## config.mk

```make
export PLATFORM = sky130hd
export DESIGN_NAME = xfer_act_router
export DESIGN_NICKNAME = d
export VERILOG_FILES = /design/src/rtl/xfer_act_pkg.sv /design/src/rtl/xfer_src_bank.sv /design/src/rtl/xfer_prio_arb.sv /design/src/rtl/xfer_act_seq.sv /design/src/rtl/xfer_act_router.sv
export SDC_FILE = /design/constraint.sdc
export NUM_CORES = 1
export LEC_CHECK = 0
export BUFFER_PORTS_ARGS = -buffer_cell sky130_fd_sc_hd__buf_2
export CAP_MARGIN = 20
export CORE_ASPECT_RATIO = 1.25
export CORE_MARGIN = 2
export CORE_UTILIZATION = 30
export CTS_CLUSTER_SIZE = 20
export DETAILED_ROUTE_END_ITERATION = 7
export PLACE_DENSITY = 0.53
export REMOVE_ABC_BUFFERS = 1
export SLEW_MARGIN = 20
export SYNTH_ARGS = -nofsm -noshare
export SYNTH_HDL_FRONTEND = slang
export SYNTH_SLANG_ARGS = --single-unit
```

## constraint.sdc

```tcl
create_clock -name clk -period 2.5 [get_ports clk]
set_input_delay 0.125 -clock clk [delete_from_list [all_inputs] [get_ports clk]]
set_output_delay 0.125 -clock clk [all_outputs]
set_load 0.02 [all_outputs]
```

## src/rtl/xfer_act_pkg.sv

```systemverilog
package xfer_act_pkg;
  typedef enum logic [1:0] {
    SEQ_IDLE = 2'd0,
    SEQ_REQ  = 2'd1,
    SEQ_BUSY = 2'd2
  } seq_state_e;
endpackage

```

## src/rtl/xfer_src_bank.sv

```systemverilog
// Per-source activation flags and routing enables.
module xfer_src_bank #(
  parameter int NUM_SRC = 8,
  parameter int IDX_W   = 3
) (
  input  logic               clk,
  input  logic               rst_n,
  input  logic [NUM_SRC-1:0] src_pulse,
  input  logic [NUM_SRC-1:0] flag_clr,
  input  logic               en_wr,
  input  logic [NUM_SRC-1:0] en_wdata,
  input  logic               upd_valid,
  input  logic               upd_keep,
  input  logic [IDX_W-1:0]   upd_idx,
  output logic [NUM_SRC-1:0] flag_o,
  output logic [NUM_SRC-1:0] en_o
);
  for (genvar g = 0; g < NUM_SRC; g++) begin : g_src
    logic hit;
    logic flag_d, flag_q;
    logic en_d, en_q;

    assign hit = upd_valid && (upd_idx == IDX_W'(g));

    // new events win over any clearing in the same cycle
    always_comb begin
      flag_d = flag_q;
      if (src_pulse[g])           flag_d = 1'b1;
      else if (flag_clr[g])       flag_d = 1'b0;
      else if (hit && !upd_keep)  flag_d = 1'b0;
    end

    // a software write of the enable word wins over completion
    always_comb begin
      en_d = en_q;
      if (en_wr)                 en_d = en_wdata[g];
      else if (hit && upd_keep)  en_d = 1'b0;
    end

    always_ff @(posedge clk or negedge rst_n) begin
      if (!rst_n) begin
        flag_q <= 1'b0;
        en_q   <= 1'b0;
      end else begin
        flag_q <= flag_d;
        en_q   <= en_d;
      end
    end

    assign flag_o[g] = flag_q;
    assign en_o[g]   = en_q;
  end
endmodule

```

## src/rtl/xfer_prio_arb.sv

```systemverilog
// Fixed priority: index 0 highest, software request lowest.
module xfer_prio_arb #(
  parameter int NUM_SRC = 8,
  parameter int IDX_W   = 3
) (
  input  logic [NUM_SRC-1:0] hw_req,
  input  logic               sw_req,
  output logic               gnt_valid,
  output logic               gnt_sw,
  output logic [IDX_W-1:0]   gnt_idx
);
  logic [NUM_SRC:0]   seen;
  logic [NUM_SRC-1:0] onehot;

  assign seen[0] = 1'b0;
  for (genvar g = 0; g < NUM_SRC; g++) begin : g_chain
    assign onehot[g]  = hw_req[g] & ~seen[g];
    assign seen[g+1]  = seen[g] | hw_req[g];
  end

  always_comb begin
    gnt_idx = '0;
    for (int i = 0; i < NUM_SRC; i++) begin
      if (onehot[i]) gnt_idx = IDX_W'(i);
    end
  end

  assign gnt_valid = seen[NUM_SRC] | sw_req;
  assign gnt_sw    = ~seen[NUM_SRC] & sw_req;
endmodule

```

## src/rtl/xfer_act_seq.sv

```systemverilog
// One-outstanding activation sequencer: idle -> request -> busy.
module xfer_act_seq
  import xfer_act_pkg::*;
#(
  parameter int IDX_W = 3,
  parameter int VEC_W = 8
) (
  input  logic             clk,
  input  logic             rst_n,
  input  logic             gnt_valid,
  input  logic             gnt_sw,
  input  logic [IDX_W-1:0] gnt_idx,
  input  logic [VEC_W-1:0] gnt_vec,
  input  logic             start_ack,
  input  logic             xfer_done,
  input  logic             chain_last,
  input  logic             count_ended,
  input  logic             disel,
  output logic             req_o,
  output logic [VEC_W-1:0] vec_o,
  output logic             sw_o,
  output logic [IDX_W-1:0] idx_o,
  output logic             cmpl_valid_o,
  output logic             cmpl_keep_o
);
  seq_state_e       state_d, state_q;
  logic             load;
  logic [VEC_W-1:0] vec_q;
  logic [IDX_W-1:0] idx_q;
  logic             sw_q;

  always_comb begin
    state_d = state_q;
    load    = 1'b0;
    case (state_q)
      SEQ_IDLE: if (gnt_valid) begin
        state_d = SEQ_REQ;
        load    = 1'b1;
      end
      SEQ_REQ:  if (start_ack) state_d = SEQ_BUSY;
      SEQ_BUSY: if (xfer_done && chain_last) state_d = SEQ_IDLE;
      default:  state_d = SEQ_IDLE;
    endcase
  end

  always_ff @(posedge clk or negedge rst_n) begin
    if (!rst_n) state_q <= SEQ_IDLE;
    else        state_q <= state_d;
  end

  always_ff @(posedge clk or negedge rst_n) begin
    if (!rst_n) begin
      vec_q <= '0;
      idx_q <= '0;
      sw_q  <= 1'b0;
    end else if (load) begin
      vec_q <= gnt_vec;
      idx_q <= gnt_idx;
      sw_q  <= gnt_sw;
    end
  end

  assign req_o        = (state_q == SEQ_REQ);
  assign vec_o        = vec_q;
  assign sw_o         = sw_q;
  assign idx_o        = idx_q;
  assign cmpl_valid_o = (state_q == SEQ_BUSY) && xfer_done && chain_last;
  assign cmpl_keep_o  = disel | count_ended;
endmodule

```

## src/rtl/xfer_act_router.sv

```systemverilog
module xfer_act_router #(
  parameter int NUM_SRC = 8,
  parameter int VEC_W   = 8
) (
  input  logic               clk,
  input  logic               rst_n,
  input  logic [NUM_SRC-1:0] src_pulse,
  input  logic [NUM_SRC-1:0] flag_clr,
  input  logic               en_wr,
  input  logic [NUM_SRC-1:0] en_wdata,
  input  logic               sw_wr,
  input  logic               sw_wr_en,
  input  logic [VEC_W-1:0]   sw_wr_vec,
  input  logic               sw_irq_clr,
  output logic               start_req,
  output logic [VEC_W-1:0]   start_vec,
  output logic               start_is_sw,
  input  logic               start_ack,
  input  logic               xfer_done,
  input  logic               chain_last,
  input  logic               count_ended,
  input  logic               disel,
  output logic [NUM_SRC-1:0] cpu_irq,
  output logic               cpu_sw_irq
);
  localparam int IDX_W = (NUM_SRC > 1) ? $clog2(NUM_SRC) : 1;

  logic [NUM_SRC-1:0] flag_w, en_w, hw_req_w;
  logic               gnt_valid_w, gnt_sw_w;
  logic [IDX_W-1:0]   gnt_idx_w, cmpl_idx_w;
  logic [VEC_W-1:0]   gnt_vec_w;
  logic               cmpl_valid_w, cmpl_keep_w, cmpl_sw_w;
  logic               hw_cmpl_w, sw_cmpl_w;
  logic               sw_en_d, sw_en_q, sw_irq_d, sw_irq_q, sw_req_w;
  logic [VEC_W-1:0]   sw_vec_q;

  assign hw_cmpl_w = cmpl_valid_w & ~cmpl_sw_w;
  assign sw_cmpl_w = cmpl_valid_w &  cmpl_sw_w;

  xfer_src_bank #(.NUM_SRC(NUM_SRC), .IDX_W(IDX_W)) bank_i (
    .clk       (clk),
    .rst_n     (rst_n),
    .src_pulse (src_pulse),
    .flag_clr  (flag_clr),
    .en_wr     (en_wr),
    .en_wdata  (en_wdata),
    .upd_valid (hw_cmpl_w),
    .upd_keep  (cmpl_keep_w),
    .upd_idx   (cmpl_idx_w),
    .flag_o    (flag_w),
    .en_o      (en_w)
  );

  // software trigger: arm/disarm by write, completion disarms on clear path
  always_comb begin
    sw_en_d = sw_en_q;
    if (sw_wr)                          sw_en_d = sw_wr_en;
    else if (sw_cmpl_w && !cmpl_keep_w) sw_en_d = 1'b0;
  end

  always_comb begin
    sw_irq_d = sw_irq_q;
    if (sw_cmpl_w && cmpl_keep_w) sw_irq_d = 1'b1;
    else if (sw_irq_clr)          sw_irq_d = 1'b0;
  end

  always_ff @(posedge clk or negedge rst_n) begin
    if (!rst_n) begin
      sw_en_q  <= 1'b0;
      sw_irq_q <= 1'b0;
    end else begin
      sw_en_q  <= sw_en_d;
      sw_irq_q <= sw_irq_d;
    end
  end

  always_ff @(posedge clk or negedge rst_n) begin
    if (!rst_n)     sw_vec_q <= '0;
    else if (sw_wr) sw_vec_q <= sw_wr_vec;
  end

  assign hw_req_w = flag_w & en_w;
  assign sw_req_w = sw_en_q & ~sw_irq_q;

  xfer_prio_arb #(.NUM_SRC(NUM_SRC), .IDX_W(IDX_W)) arb_i (
    .hw_req    (hw_req_w),
    .sw_req    (sw_req_w),
    .gnt_valid (gnt_valid_w),
    .gnt_sw    (gnt_sw_w),
    .gnt_idx   (gnt_idx_w)
  );

  assign gnt_vec_w = gnt_sw_w ? sw_vec_q : VEC_W'(gnt_idx_w);

  xfer_act_seq #(.IDX_W(IDX_W), .VEC_W(VEC_W)) seq_i (
    .clk          (clk),
    .rst_n        (rst_n),
    .gnt_valid    (gnt_valid_w),
    .gnt_sw       (gnt_sw_w),
    .gnt_idx      (gnt_idx_w),
    .gnt_vec      (gnt_vec_w),
    .start_ack    (start_ack),
    .xfer_done    (xfer_done),
    .chain_last   (chain_last),
    .count_ended  (count_ended),
    .disel        (disel),
    .req_o        (start_req),
    .vec_o        (start_vec),
    .sw_o         (cmpl_sw_w),
    .idx_o        (cmpl_idx_w),
    .cmpl_valid_o (cmpl_valid_w),
    .cmpl_keep_o  (cmpl_keep_w)
  );

  assign start_is_sw = cmpl_sw_w;
  assign cpu_irq     = flag_w & ~en_w;
  assign cpu_sw_irq  = sw_irq_q;
endmodule

```

==> impl_metrics.env, run 1 <==
export IMPL_synth_area_leader_cell="dfrtp_1"
export IMPL_clockBufferDepth=2
export IMPL_r2r_end="seq_i.idx_o[0]$_DFFE_PN0P_"
export IMPL_cts_max_level=2
export IMPL_crit_cells=4
export IMPL_drt_iter0_markers=72
export IMPL_vias=1522
export IMPL_post_cts_setup_buffers=0
export IMPL_cp_slowest_stage_delay_ns=0.42
export IMPL_gp_congestion=0.7625
export IMPL_powerDensity_nw_per_um2=757.8
export IMPL_drive_above_1_share_pct=39.09
export IMPL_wl_per_cell_um=13.72
export IMPL_ys_types=35
export IMPL_r2r_cells=4
export IMPL_remaining_drc_errors=0
export IMPL_setup_tns_ns=0
export IMPL_drtPass1Iterations=4
export IMPL_overflow=0
export IMPL_yosysWarningCount=0
export IMPL_drv_cap=0
export IMPL_worstReg2RegStart="bank_i.g_src[3].en_q$_DFFE_PN0P_"
export IMPL_start_util_pct=31.29
export IMPL_finalCriticalPeriod_ns=1.822
export IMPL_grt_pass1_wl_um=7596
export IMPL_clk_pin_slew_worst_paths_ns=0.08
export IMPL_synthTopCellsByArea="dfrtp_1 (52%), mux2_2 (6.4%), nand2_1 (3.9%), a31o_1 (3.6%), nor2b_1 (3.5%)"
export IMPL_port_buffers=61
export IMPL_ir_drop_mv=0.4123
export IMPL_synthAdderAreaFrac_pct=0
export IMPL_hold_buffers=1
export IMPL_cp_num_buf_inv=0
export IMPL_finalCritPeriodShare_pct=72.87
export IMPL_first_global_vias=1503
export IMPL_synth_simple_gate_area_share_pct=16.49
export IMPL_max_freq_mhz=548.9
export IMPL_synth_mux_area_share_pct=8.119
export IMPL_slew_violations=0
export IMPL_synth_cells=177
export IMPL_insertion_delay_ns=0.29
export IMPL_setup_viol=0
export IMPL_die_h_um=93.95
export IMPL_cts_root_buf="clkbuf_8"
export IMPL_slew_headroom_pct=41.49
export IMPL_core_area_um2=6206
export IMPL_critPathTopFamily="compound AO/OA/AOI/OAI gates"
export IMPL_worstPathMaxFanout=8
export IMPL_hold_violations=0
export IMPL_async_flop_share_pct=100.0
export IMPL_syn_avg_cell_area_um2=10.97
export IMPL_diodes=0
export IMPL_cts_resized=0
export IMPL_ant_nets=0
export IMPL_detail_route_vias_per_cell=4.640
export IMPL_ys_seq_elements=40
export IMPL_nNetsFinal=285
export IMPL_netlist_area_leader_share_pct=51.55
export IMPL_synth_edff_count=0
export IMPL_grt_util_all_layers_pct=13.57
export IMPL_drt_met1_wl_um=2015
export IMPL_yosys_top_cells_count="dfrtp_1 (40), nand2_1 (20), inv_1 (17)"
export IMPL_crit_start="bank_i.g_src[3].en_q$_DFFE_PN0P_"
export IMPL_placed_area_um2=2335
export IMPL_path_cells="a22oi_1 > nand2_2 > o31ai_4 > mux2_1"
export IMPL_timing_worst_setup_path_type="reg2reg"
export IMPL_dp_hpwl_um=3488
export IMPL_rsz0062_at_grt="no"
export IMPL_final_area_um2=2437
export IMPL_ios=62
export IMPL_synth_compound_area_share_pct=19.20
export IMPL_clock_sinks=40
export IMPL_numCtsBuffers=5
export IMPL_nFillCells=638
export IMPL_yosysMostFrequentCell="dfrtp_1"
export IMPL_synth_xor_xnor_area_share_pct=0
export IMPL_top_layer_used="met4"
export IMPL_cp_start_kind="register"
export IMPL_wl_um=4499
export IMPL_critPathCapture="seq_i.idx_o[0]$_DFFE_PN0P_"
export IMPL_holdCritStartpoint="start_ack"
export IMPL_rows=32
export IMPL_hold_class="in2reg"
export IMPL_fp_dieW_um=75.96
export IMPL_grt_antenna_before_repair=0
export IMPL_outcome="finished, final reports clean"
export IMPL_cp_data_required_time_ns=2.67
export IMPL_p_leak_nw=1.162
export IMPL_grt_max_degree=41
export IMPL_dr_wl_met3_um=294
export IMPL_fin_skew_ns=0.005011
export IMPL_cpMaxStageDelayCell="dfrtp_1"
export IMPL_synth_area_um2=1942
export IMPL_utilization_pct=39.27
export IMPL_cts_tree="built"
export IMPL_dieArea_um2=7136
export IMPL_rrSetupSlack_ns=0.68
export IMPL_synth_top_family_by_area="compound AO/OA/AOI/OAI gates"
export IMPL_area_growth_pct=25.52
export IMPL_dr_wl_met2_um=2116
export IMPL_cp_arrival_ns=1.99
export IMPL_synth_ff_type="dfrtp_1"
export IMPL_ys_seq_area_share_pct=51.55
export IMPL_worstMarginPinSlew_ns=0.8776
export IMPL_end_kind="register"
## registers in the layout, indices dropped and copies added, names as in the netlist
register and flops:
bank_i.g_src.en_q 8, bank_i.g_src.flag_q 8, cpu_sw_irq 1, seq_i.idx_o 3, seq_i.state_q 2, seq_i.sw_o 1
seq_i.vec_o 8, sw_en_q 1, sw_vec_q 8
## worst min path at each step
stage,endpoint,slack (ns),cells after the start
6_report,seq_i.state_q[0]$_DFFE_PN0P_,0.02,2
3_3_place_gp,sw_vec_q[4]$_DFFE_PN0P_,0.31,1
5_1_grt,cpu_sw_irq$_DFFE_PN0P_,0.003,2
3_5_place_dp,sw_vec_q[7]$_DFFE_PN0P_,0.31,1
2_1_floorplan,bank_i.g_src[0].en_q$_DFFE_PN0P_,-0.17,0
4_1_cts,cpu_sw_irq$_DFFE_PN0P_,0.01,2
## layer usage
layer / GRT usage [%] / up-vias
met5: 0 / -
met4: 3.939 / 0
met3: 4.519 / 6
met1: 17.82 / 717
met2: 21.43 / 46
li1: - / 753
## cell type report
class | count | area (um^2) | share of cell area, %
Clock buffer | 6 | 82.58 | 3.388
Clock inverter | 2 | 10.01 | 0.4107
Inverter | 17 | 63.81 | 2.618
Multi-Input combinational cell | 115 | 850.8 | 34.91
Sequential cell | 40 | 1001 | 41.07
Tap cell | 85 | 106.4 | 4.363
Timing Repair Buffer | 63 | 322.8 | 13.24
## cells in the final DEF (no fill, tap or decap), types with 2 or more instances in the layout
cell type  instances
a2bb2oi_1          2
o21ai_0            3
clkbuf_8           6
or2_2              3
a32oi_1            2
a22oi_1            2
mux2_1             3
o22ai_1            2
a21boi_1           3
mux2_2            11
nor4_2             4
clkinv_2           2
nor2b_1           11
nor2_1             5
a31o_1             8
o21ai_1            8
nand2b_1           3
a22o_1             5
inv_1             17
nand2_1           20
o31ai_1            2
buf_2             61
dfrtp_1           40
nand3_1            3
a22oi_2            2
a21o_1             3
## per-stage QoR
stage	setup slack [ns]	hold WS [ns]	instances	total power [mW]
2_1_floorplan	0.8021	-0.1706	172	1.211
3_3_place_gp	0.7259	0.3097	319	1.426
3_5_place_dp	0.6658	0.3057	319	1.427
4_1_cts	0.6620	0.009533	328	1.874
5_1_grt	0.5870	0.003219	328	1.976
6_report	0.6783	0.01908	328	1.847
## kinds of logic (layout without fill, tap and decap cells)
logic type	Yosys count	count (layout)
simple gates	54	54
compound gates	47	47
flops	40	40
buf+inv	22	88
mux	14	14
## report_power, final
| group | internal, mW | switching (mW) |
|---|---|---|
| logic | 0.235 | 0.307 |
| clock network | 0.220 | 0.223 |
| registers | 0.746 | 0.116 |
| total | 1.20 | 0.645 |
## worst register-to-register path, cell delays in order (launching register included)
cell,delay (ns)
dfrtp_1,0.42
a22oi_1,0.34
nand2_2,0.19
o31ai_4,0.41
mux2_1,0.36
Note: power is estimated with default switching activity, not from simulation.
==> inputs of run 2 (changes only) <==
Settings changed: PLACE_DENSITY 0.53 to 0.55.
Clock period 2.5 ns to 1.65 ns, I/O delays scaled along.
==> run 2 against run 1 <==
Wire length increased by 7.3%. Count of clock-buffer cells in the layout is 1 higher. Worst setup slack lost 0.61 ns. Register-to-register slack got worse by 0.61 ns. Die area unchanged.
==> impl_metrics.env, run 2 (same netlist as run 1, synthesis figures left out) <==
export IMPL_insertion_delay_ns=0.29
export IMPL_dp_hpwl_um=3660
export IMPL_rows=32
export IMPL_grt_met3_usage_pct=3.750
export IMPL_dieArea_um2=7136
export IMPL_outcome="finished, final reports clean"
export IMPL_area_growth_pct=39.50
export IMPL_grt_pass1_wl_um=8328
export IMPL_clock_sinks=40
export IMPL_gp_congestion=0.8028
export IMPL_first_global_vias=1727
export IMPL_path_cells="nand4b_4 > or4_4 > o31ai_2 > o21ai_1"
export IMPL_diodes=0
export IMPL_slew_violations=0
export IMPL_cp_slowest_stage_delay_ns=0.56
export IMPL_worstMarginPinSlew_ns=0.4968
export IMPL_core_area_um2=6206
export IMPL_layout_commonest_cell="buf_2"
export IMPL_numCtsBuffers=5
export IMPL_cp_start_kind="register"
export IMPL_fin_ws_ns=0.07007
export IMPL_drive_above_1_share_pct=42.75
export IMPL_finalCriticalPeriod_ns=1.580
export IMPL_slew_headroom_pct=66.88
export IMPL_hold_slack_ns=0.01426
export IMPL_fin_skew_ns=0.001918
export IMPL_max_freq_mhz=632.9
export IMPL_overflow=0
export IMPL_wl_um=4829
export IMPL_stdcell_count=354
export IMPL_pwr_share_seq_pct=43.3
export IMPL_rrSetupSlack_ns=0.07
export IMPL_nNetsFinal=312
export IMPL_clockBufferDepth=2
export IMPL_p_leak_nw=1.302
export IMPL_powerDensity_nw_per_um2=1105
export IMPL_dp_cells=334
export IMPL_die_h_um=93.95
export IMPL_place_ws_ns=0.04925
export IMPL_drt_iter0_markers=85
export IMPL_met2_usage_pct=25.82
export IMPL_grt_max_degree=22
export IMPL_final_cell_mix="buf_2 (61), dfrtp_1 (40), nand2_1 (20)"
export IMPL_end_kind="register"
export IMPL_grt_antenna_before_repair=0
export IMPL_grt_util_all_layers_pct=15.00
export IMPL_timing_worst_setup_path_type="reg2reg"
export IMPL_switching_share_pct=33.40
export IMPL_cpMaxStageDelayCell="or4_4"
export IMPL_ant_nets=0
export IMPL_power_switching_mw=1.000
export IMPL_start_util_pct=31.29
export IMPL_met1_usage_pct=17.95
export IMPL_hold_violations=0
export IMPL_cts_max_level=2
export IMPL_drtPass1Iterations=4
export IMPL_ios=62
export IMPL_rsz0062_at_grt="yes"
export IMPL_cts_tree="built"
export IMPL_hold_class="in2reg"
export IMPL_combPwrFrac_pct=33.4
export IMPL_port_buffers=61
export IMPL_detail_route_vias_per_cell=4.531
export IMPL_finalCritPeriodShare_pct=95.75
export IMPL_ir_drop_mv=0.5771
export IMPL_cp_data_required_time_ns=1.82
export IMPL_fp_dieW_um=75.96
export IMPL_cp_arrival_ns=1.75
export IMPL_clockPowerShare_pct=23.3
export IMPL_remaining_drc_errors=0
export IMPL_wl_per_cell_um=13.64
export IMPL_clk_pin_slew_worst_paths_ns=0.07
export IMPL_grt_busiest_layer="met2"
export IMPL_p_int_mw=1.994
export IMPL_vias=1604
export IMPL_setup_viol=0
export IMPL_worstPathMaxFanout=5
export IMPL_drv_cap=0
export IMPL_cts_root_buf="clkbuf_8"
[run 2: cell types whose count changed in the layout (fill, tap and decap cells not counted), moves of 2 or more]
cell	delta
mux2_4	+3
clkinv_2	-2
dlygate4sd3_1	+11
a22oi_1	-2
buf_4	+14
mux2_1	-3
a22oi_2	+2
[run 2: repair_timing]
item | 4_1_cts | 5_1_grt
endpoints found under the setup margin | 0 | 14
setup buffers | 0 | 1
endpoints found under the hold margin | 30 | 0
resized for setup | 0 | 6
hold buffers | 12 | 0
[run 2: through the flow]
| stage | power [mW] | utilization, % | setup TNS [ns] | area (um^2) |
|---|---|---|---|---|
| after CTS | 2.965 | 43.13 | 0 | 2676 |
| after floorplan | 1.834 | - | -0.1438 | 1916 |
| after global placement | 2.228 | 39.64 | 0 | 2460 |
| after detailed placement | 2.229 | 39.64 | 0 | 2460 |
| final | 2.994 | 43.65 | 0 | 2709 |
| after global routing | 3.207 | 43.65 | -0.03483 | 2709 |
[run 2: critical path, delay by kind of cell, from the launching register on]
kind / cells / cell delay (ns)
AO/OA/AOI/OAI: 2 / 0.27
AND/OR/NAND/NOR: 2 / 0.78
flip-flops: 1 / 0.41
[run 2: cell type report]
type,instances,area (um^2)
Sequential cell,40,1001
Fill cell,636,3497
Clock buffer,7,96.34
Multi-Input combinational cell,115,872.1
Tap cell,85,106.4
Timing Repair Buffer,90,569.3
Inverter,17,63.81
[run 2: routing by layer]
metal  up-vias  wire, um
li1        805         -
met1       743      2076
met2        49      2386
met3         7       255
met4         0       110
met5         -         0
[run 2: path summary, 6_finish.rpt]
path,endpoint,cells after the start,from
max in group asynchronous,seq_i.state_q[0]$_DFFE_PN0P_,3,rst_n
setup / recovery,bank_i.g_src[4].en_q$_DFFE_PN0P_,4,seq_i.state_q[0]$_DFFE_PN0P_
min in group asynchronous,sw_vec_q[4]$_DFFE_PN0P_,2,rst_n
hold reg to reg,seq_i.vec_o[6]$_DFFE_PN0P_,1,sw_vec_q[6]$_DFFE_PN0P_
hold / removal,bank_i.g_src[6].en_q$_DFFE_PN0P_,3,en_wdata[6]
setup reg to reg,bank_i.g_src[4].en_q$_DFFE_PN0P_,4,seq_i.state_q[0]$_DFFE_PN0P_
[run 2: power by group through the flow]
| stage | sequential (mW) | combinational, mW | clock [mW] |
|---|---|---|---|
| after floorplan | 1.33 | 0.500 | 0 |
| after global placement | 1.31 | 0.918 | 0 |
| after detailed placement | 1.31 | 0.917 | 0 |
| after CTS | 1.29 | 0.941 | 0.729 |
| after global routing | 1.33 | 1.11 | 0.767 |
| final | 1.30 | 0.999 | 0.699 |
